File: config.mk
export PLATFORM = sky130hd
export DESIGN_NAME = cfg_verify_cmp
export DESIGN_NICKNAME = d
export VERILOG_FILES = /design/src/rtl/cfgv_pkg.sv /design/src/rtl/cfgv_addr_seq.sv /design/src/rtl/cfgv_word_cmp.sv /design/src/rtl/cfgv_err_latch.sv /design/src/rtl/cfg_verify_cmp.sv
export SDC_FILE = /design/constraint.sdc
export NUM_CORES = 1
export LEC_CHECK = 0
export BUFFER_PORTS_ARGS = -buffer_cell sky130_fd_sc_hd__buf_2
export CAP_MARGIN = 20
export CORE_MARGIN = 2
export CORE_UTILIZATION = 25
export CTS_CLUSTER_DIAMETER = 40
export DETAILED_ROUTE_END_ITERATION = 12
export GPL_TIMING_DRIVEN = 0
export HOLD_SLACK_MARGIN = 0.05
export SLEW_MARGIN = 20
export SYNTH_ARGS = -nofsm -noshare
export SYNTH_HDL_FRONTEND = slang
export SYNTH_SLANG_ARGS = --single-unit
File: constraint.sdc
create_clock -name clk -period 3.3 [get_ports clk]
set_input_delay 0.495 -clock clk [delete_from_list [all_inputs] [get_ports clk]]
set_output_delay 0.495 -clock clk [all_outputs]
set_load 0.02 [all_outputs]
File: src/rtl/cfgv_pkg.sv
package cfgv_pkg;
  typedef enum logic [1:0] {
    MODE_IDLE   = 2'd0,
    MODE_PASS   = 2'd1,
    MODE_VERIFY = 2'd2
  } cfgv_mode_e;
endpackage

File: src/rtl/cfgv_addr_seq.sv
module cfgv_addr_seq #(
  parameter int DEPTH = 1024,
  localparam int CNT_W = $clog2(DEPTH + 1)
) (
  input  logic             clk,
  input  logic             rst_n,
  input  logic             run,
  input  logic             step,
  output logic [CNT_W-1:0] cnt,
  output logic             at_end
);
  localparam logic [CNT_W-1:0] LAST = CNT_W'(DEPTH);

  always_ff @(posedge clk or negedge rst_n) begin
    if (!rst_n)      cnt <= '0;
    else if (!run)   cnt <= '0;
    else if (step)   cnt <= cnt + 1'b1;
  end

  assign at_end = (cnt == LAST);

  p_step_by_one_r2: assert property (@(posedge clk) disable iff (!rst_n)
    (run && step) |=> (cnt == $past(cnt) + 1'b1));
  p_idle_restart_r2: assert property (@(posedge clk) disable iff (!rst_n)
    !run |=> (cnt == '0));
  p_bounded_r8: assert property (@(posedge clk) disable iff (!rst_n)
    cnt <= LAST);
endmodule

File: src/rtl/cfgv_word_cmp.sv
module cfgv_word_cmp #(
  parameter int DATA_W = 32
) (
  input  logic              en,
  input  logic [DATA_W-1:0] seen,
  input  logic [DATA_W-1:0] held,
  output logic              miss
);
  logic [DATA_W-1:0] diff;

  for (genvar b = 0; b < DATA_W; b++) begin : g_bit
    assign diff[b] = seen[b] ^ held[b];
  end

  assign miss = en && (|diff);
endmodule

File: src/rtl/cfgv_err_latch.sv
module cfgv_err_latch #(
  parameter int ADDR_W = 10
) (
  input  logic              clk,
  input  logic              rst_n,
  input  logic              clr,
  input  logic              set,
  input  logic [ADDR_W-1:0] set_addr,
  output logic              flag,
  output logic [ADDR_W-1:0] first_addr
);
  always_ff @(posedge clk or negedge rst_n) begin
    if (!rst_n) begin
      flag       <= 1'b0;
      first_addr <= '0;
    end else if (set && (clr || !flag)) begin
      flag       <= 1'b1;
      first_addr <= set_addr;
    end else if (clr) begin
      flag       <= 1'b0;
    end
  end

  p_sticky_r4: assert property (@(posedge clk) disable iff (!rst_n)
    (flag && !clr) |=> flag);
  p_first_kept_r5: assert property (@(posedge clk) disable iff (!rst_n)
    (flag && !clr) |=> $stable(first_addr));
  p_set_wins_r4: assert property (@(posedge clk) disable iff (!rst_n)
    set |=> flag);
endmodule

File: src/rtl/cfg_verify_cmp.sv
module cfg_verify_cmp #(
  parameter int DATA_W = 32,
  parameter int DEPTH  = 1024,
  localparam int ADDR_W = $clog2(DEPTH)
) (
  input  logic              clk,
  input  logic              rst_n,
  input  logic              ctl_we,
  input  logic              ctl_chk_en,
  input  logic              dl_active,
  input  logic              chk_pin,
  input  logic              s_valid,
  output logic              s_ready,
  input  logic [DATA_W-1:0] s_data,
  output logic [ADDR_W-1:0] mem_addr,
  input  logic [DATA_W-1:0] mem_rdata,
  output logic              init_pull_low,
  output logic              bad_addr_vld,
  output logic [ADDR_W-1:0] bad_addr
);
  import cfgv_pkg::*;
  localparam int CNT_W = $clog2(DEPTH + 1);

  logic             chk_en_q;
  logic             dl_q;
  logic             dl_start;
  logic             beat;
  logic             miss;
  logic             at_end;
  logic [CNT_W-1:0] cnt;
  cfgv_mode_e       mode;

  always_ff @(posedge clk or negedge rst_n) begin
    if (!rst_n)      chk_en_q <= 1'b1;
    else if (ctl_we) chk_en_q <= ctl_chk_en;
  end

  always_ff @(posedge clk or negedge rst_n) begin
    if (!rst_n) dl_q <= 1'b0;
    else        dl_q <= dl_active;
  end

  assign dl_start = dl_active && !dl_q;

  always_comb begin
    if (!dl_active)                mode = MODE_IDLE;
    else if (chk_en_q && chk_pin)  mode = MODE_VERIFY;
    else                           mode = MODE_PASS;
  end

  assign s_ready = dl_active && !at_end;
  assign beat    = s_valid && s_ready;

  cfgv_addr_seq #(.DEPTH(DEPTH)) u_seq (
    .clk    (clk),
    .rst_n  (rst_n),
    .run    (dl_active),
    .step   (beat),
    .cnt    (cnt),
    .at_end (at_end)
  );

  assign mem_addr = cnt[ADDR_W-1:0];

  cfgv_word_cmp #(.DATA_W(DATA_W)) u_cmp (
    .en   (beat && (mode == MODE_VERIFY)),
    .seen (s_data),
    .held (mem_rdata),
    .miss (miss)
  );

  cfgv_err_latch #(.ADDR_W(ADDR_W)) u_err (
    .clk        (clk),
    .rst_n      (rst_n),
    .clr        (dl_start),
    .set        (miss),
    .set_addr   (mem_addr),
    .flag       (init_pull_low),
    .first_addr (bad_addr)
  );

  assign bad_addr_vld = init_pull_low;

  p_flag_after_miss_r3: assert property (@(posedge clk) disable iff (!rst_n)
    (beat && (mode == MODE_VERIFY) && (s_data != mem_rdata)) |=> init_pull_low);
  p_disabled_quiet_r6: assert property (@(posedge clk) disable iff (!rst_n)
    (!chk_en_q && !init_pull_low) |=> !init_pull_low);
  p_idle_no_accept_r7: assert property (@(posedge clk) disable iff (!rst_n)
    !dl_active |-> !s_ready);
  p_pin_low_quiet_r9: assert property (@(posedge clk) disable iff (!rst_n)
    (!chk_pin && !init_pull_low) |=> !init_pull_low);
  p_start_at_zero_r2: assert property (@(posedge clk) disable iff (!rst_n)
    dl_start |-> (mem_addr == '0));
endmodule

; ---- After elaboration in Yosys (flattened, before gate mapping)
; Cells that the tools add are included.
[totals]
latch_bits = 0
memories = 0
mem_bits_ro = 0
ram_bits = 0
wordCells = 60
regBits = 24
input_bits = 71
output_inout_bits = 23
[classes]
magnitude_cmp = 0
shifts = 0
n_reduce_logical = 13
eq_ne = 3
n_div = 0
n_mul = 0
n_bitwise = 32
addsub = 1
muxes = 6
[op_table]
columns = op, n
row1 = $reduce_or 32->1, 1
row2 = $xor 1x1->1, 32
row3 = $mux 11, 2
row4 = $add 11x1->11 const B, 1
row5 = $eq 11x11->1 const B, 1
row6 = $logic_and 1x1->1, 7
row7 = $mux 2, 2
row8 = $logic_not 1->1, 3
row9 = $eq 2x2->1 const B, 1
row10 = $mux 1, 2
row11 = $ne 2x1->1 const B, 1
row12 = $reduce_bool 2->1, 1
row13 = $logic_or 1x1->1, 1

; ---- Logic depth before layout (Yosys ltp)
[logic_depth]
depth_word = 8
depth_mapped = 8

; ---- Modules after synthesis
; Synthesis repeated with hierarchy kept, for this count alone.
[hier_totals]
hier_cells = 136
hier_area_um2 = 1476.4
[modules_own_cells]
columns = mod, area_each_um2, seq_area_each_um2, n_inst, cells_per_inst
row1 = cfgv_addr_seq, 605.6, 275.3, 1, 61
row2 = cfgv_err_latch, 420.4, 275.3, 1, 24
row3 = cfgv_word_cmp, 350.3, 0.0, 1, 43
row4 = cfg_verify_cmp, 100.1, 51.3, 1, 8

; ---- Worst setup path before layout
; Ideal clock, no wire load.
[synth_path]
kind = reg-to-reg
startpoint = register u_seq.cnt[0]
endpoint = register u_err.first_addr[0]
path_buffers = 1
required_ns = 3.175
t_arrival_ns = 1.810
path_slack_ns = 1.365
stages_incl_launch_ff = 9
path_cell_list = dfrtp_1 -> inv_1 -> ha_1 -> and2_2 -> a31oi_2 -> nand4_1 -> a21oi_2 -> buf_6 -> mux2_4
[synth_via]
elab_chain_cells = 7
[synth_lines]
columns = item, line
row1 = start: declaration, cfgv_addr_seq.sv:9  ; output logic [CNT_W-1:0] cnt,
row2 = start signal: assignment, cfgv_addr_seq.sv:17  ; else if (step) cnt <= cnt + 1'b1;
row3 = $eq 11x11->1, cfgv_addr_seq.sv:20  ; assign at_end = (cnt == LAST);
row4 = $logic_not 1->1, cfg_verify_cmp.sv:51  ; assign s_ready = dl_active && !at_end;
row5 = $logic_and 1x1->1, cfg_verify_cmp.sv:51
row6 = $logic_and 1x1->1, cfg_verify_cmp.sv:52  ; assign beat = s_valid && s_ready;
row7 = $logic_and 1x1->1, cfg_verify_cmp.sv:66  ; .en (beat && (mode == MODE_VERIFY)),
row8 = $logic_and 1x1->1, cfgv_word_cmp.sv:15  ; assign miss = en && (|diff);
row9 = $logic_and 1x1->1, cfgv_err_latch.sv:16  ; end else if (set && (clr || !flag)) begin
row10 = end signal: assignment, cfgv_err_latch.sv:18  ; first_addr <= set_addr;
row11 = end: declaration, cfgv_err_latch.sv:10  ; output logic [ADDR_W-1:0] first_addr
; Several ways; a longest one is shown, not always the timed one.
; A chain may end at the register's enable or synchronous reset.

; ---- Final worst setup path
[layout_path]
startpoint = register u_seq.cnt[0]
endpoint = register u_err.first_addr[1]
[layout_via]
elab_chain_cells = 7
[layout_lines]
columns = item, line
row1 = $eq 11x11->1, cfgv_addr_seq.sv:20
row2 = $logic_not 1->1, cfg_verify_cmp.sv:51
row3 = $logic_and 1x1->1, cfg_verify_cmp.sv:51
row4 = $logic_and 1x1->1, cfg_verify_cmp.sv:52
row5 = $logic_and 1x1->1, cfg_verify_cmp.sv:66
row6 = $logic_and 1x1->1, cfgv_word_cmp.sv:15
row7 = $logic_and 1x1->1, cfgv_err_latch.sv:16
; No other way between the ends.

==> results.toml <==
[clocking]
hold_buffers = 0
cts_tree = "yes"
cts_max_level = 1
cts.repair.resized = 0
path_clk_slew_ps = 80
worst_skew_pair.late_latency_ps = 260
cts_sinks = 24
cts_made_buffers = 3
post-cts-setup-buffers = 0
clock-root-buffer = "clkbuf_8"
cts_buffer_depth = 2

[sta]
rsz0062_at_grt = "false"
post-route-min-period_ps = 2210
setup_ws_ps = 1090
fin_crit_sh_pct = 67.0
fmaxAchievable_mhz = 453
tns_ps = 0
finalHoldViolations = 0
slew_viol_final = 0
fin_worst_skew_ps = 2.63
max_slew_margin_pct = 63.8
final-setup-viol-count = 0
worst_pin_slew_ps = 538

[global_routing]
grt_pass1_wl_mm = 5.57
grt_usage_pct = 10.6
busiest_layer = "met2"
grt_max_degree = 25
grt_antenna_before_repair = 0
met1_usage_pct = 11.8
met3_usage_pct = 2.93
grt_overflow = 0
grt_pass1_vias = 1283
use_met2_pct = 19.6

[critical_path]
start_kind = "flip-flop"
crit_fanout = 10
cp-end-kind = "flip-flop"
r2r_cells = 8
ff2ff_setup_slack_ps = 1090
required_ps = 3450
criticalPathCategory = "flip-flop to flip-flop"
reg2reg_from = "u_seq.cnt[0]"
crit_arrival_ps = 2360
r2r-end = "u_err.first_addr[1]"

[logic_synthesis]
syn_area_per_cell_um2 = 10.7
synth_cell_types = 31
syn_area_um2 = 1550
syn_nets = 218
synth_warnings = 0
ys_seq_area_share_pct = 38.9
synthCells = 145
ys_seq_elements = 24
synth_top_area_share_pct = 37.2
netlist_top_cells_area = "dfrtp_1 (37%), xnor2_1 (19%), mux2_4 (8.7%), buf_4 (5.3%), nand4_1 (4.5%)"
synth.largest_area_cell = "dfrtp_1"

[placement]
dp.final_hpwl_mm = 2.89
numPortBuffers = 93
dpl_worst_slack_ps = 1090
postPlaceCellArea_um2 = 2100
gp_congestion = 0.807

[drt]
drt-initial-drc-count = 28
wl_mm = 3.46
routed_via_density = 4.22
drcViolationCount = 0
vias = 1338
ant_nets = 0
post_drt_wl_per_cell_um = 10.9
dr.pass1.iters = 4

[floorplanning]
die_w_um = 82.6
rows = 28
die_h_um = 82.6
die_area_um2 = 6830
core_area_um2 = 5960
ios = 94
start_util_pct = 25.9

[cells_and_area]
final.fill_count = 613
diodes = 0
stdcell_area_um2 = 2160
final_nets = 316
syn_to_final_growth_pct = 39.8
fin_util_pct = 36.3
final_layout_size_suffix_gt1_share_pct = 52.1

[power_and_ir_drop]
powerDensity_nw_per_um2 = 310
peakVddDrop_mv = 0.257
leakage_uw = 0.00109

[worst_hold_path]
hp-class = "input pin to async pin"

[outcome]
status = "finished clean"

[job]
drv_cap = 0
registers in the layout (all words and copies together), names as in the netlist:
register	count
u_err.flag	1
chk_en_q	1
dl_q	1
u_seq.cnt	11
u_err.first_addr	10
routing by layer:
metal / wire (um) / share of wire [%]
met3: 320 / 9.3
met1: 1420 / 41
met5: 0 / 0
met4: 17 / 0.49
met2: 1700 / 49
where the power goes:
group,internal (uW),total (uW),leakage [uW],switching [uW]
combinational,87.6,159,0.000737,71.7
sequential,307,316,0.000326,9.49
clock,106,194,0.0000288,88.1
total,501,670,0.00109,169
worst max-delay path, cell delays in order (launching register included):
cell     delay (ps)
dfrtp_1         430
inv_1            80
ha_1            190
and2_2          180
a31oi_2         310
nand4_1         180
a21oi_2         190
buf_6           210
mux2_4          320
worst max path at each step:
stage                  from                  end  slack (ps)  depth (start not counted)
6_report       u_seq.cnt[0]  u_err.first_addr[1]        1090                          8
5_1_grt        u_seq.cnt[0]  u_err.first_addr[4]         950                          8
4_1_cts        u_seq.cnt[0]  u_err.first_addr[2]        1070                          8
3_5_place_dp   u_seq.cnt[0]  u_err.first_addr[2]        1090                          8
3_3_place_gp   u_seq.cnt[0]  u_err.first_addr[8]        1110                          8
2_1_floorplan  u_seq.cnt[0]  u_err.first_addr[0]        1370                          8
through the flow:
stage / hold WS [ps] / cells / total power (uW)
2_1_floorplan: 199 / 145 / 407
3_3_place_gp: 458 / 313 / 479
3_5_place_dp: 470 / 313 / 483
4_1_cts: 217 / 317 / 685
5_1_grt: 239 / 317 / 715
6_report: 205 / 317 / 670
cell usage after synthesis:
library cell / n
xor2_1: 4
a21oi_1: 1
o311ai_0: 1
buf_6: 1
and2_1: 2
o31ai_1: 1
mux2i_1: 3
nor4_1: 5
or2b_1: 1
a21o_2: 1
and3_1: 1
nand3_1: 3
nor2_1: 5
or3_1: 1
dfrtp_1: 23
a31oi_1: 1
nand4_1: 11
and2_2: 1
dfstp_2: 1
buf_4: 11
nand2_1: 13
mux2_4: 9
o21ai_0: 1
a31oi_2: 1
xnor2_1: 33
ha_1: 2
and3_2: 1
a21oi_2: 1
inv_1: 3
mux2_2: 2
o41ai_1: 1
final cells by class:
cell class                      instances  area [um2]  share of cell area (%)
Sequential cell                        24         602                    27.9
Clock buffer                            4        55.1                    2.55
Tap cell                               75        93.8                    4.35
Inverter                                3        11.3                   0.521
Timing Repair Buffer                   93         465                    21.6
Multi-Input combinational cell        106         838                    38.8
Buffer                                 12        93.8                    4.35
cells by family (layout without fill, tap and decap cells):
family                     count (synthesis)  count (layout)  synth area share [%]
muxes                                     14              14                  12.1
DFF                                       24              24                  38.9
xor gates and xnor gates                  37              37                  21.0
and+or+nand+nor                           44              44                  14.9
AOI/OAI and AO/OA                          9               9                  4.62
adders and majority gates                  2               2                  1.62
buffers and inverters                     15             112                  6.80
layout by cell type, fill, tap and decap left out, types with 3 or more instances in the layout:
cell / netlist / routed
nor2_1: 5 / 5
xor2_1: 4 / 4
nand4_1: 11 / 11
nand3_1: 3 / 3
mux2i_1: 3 / 3
mux2_4: 9 / 9
buf_4: 11 / 11
buf_2: 0 / 93
inv_1: 3 / 3
nor4_1: 5 / 5
nand2_1: 13 / 13
clkbuf_8: 0 / 4
dfrtp_1: 23 / 23
xnor2_1: 33 / 33
Power figures use the tool's default switching activity.
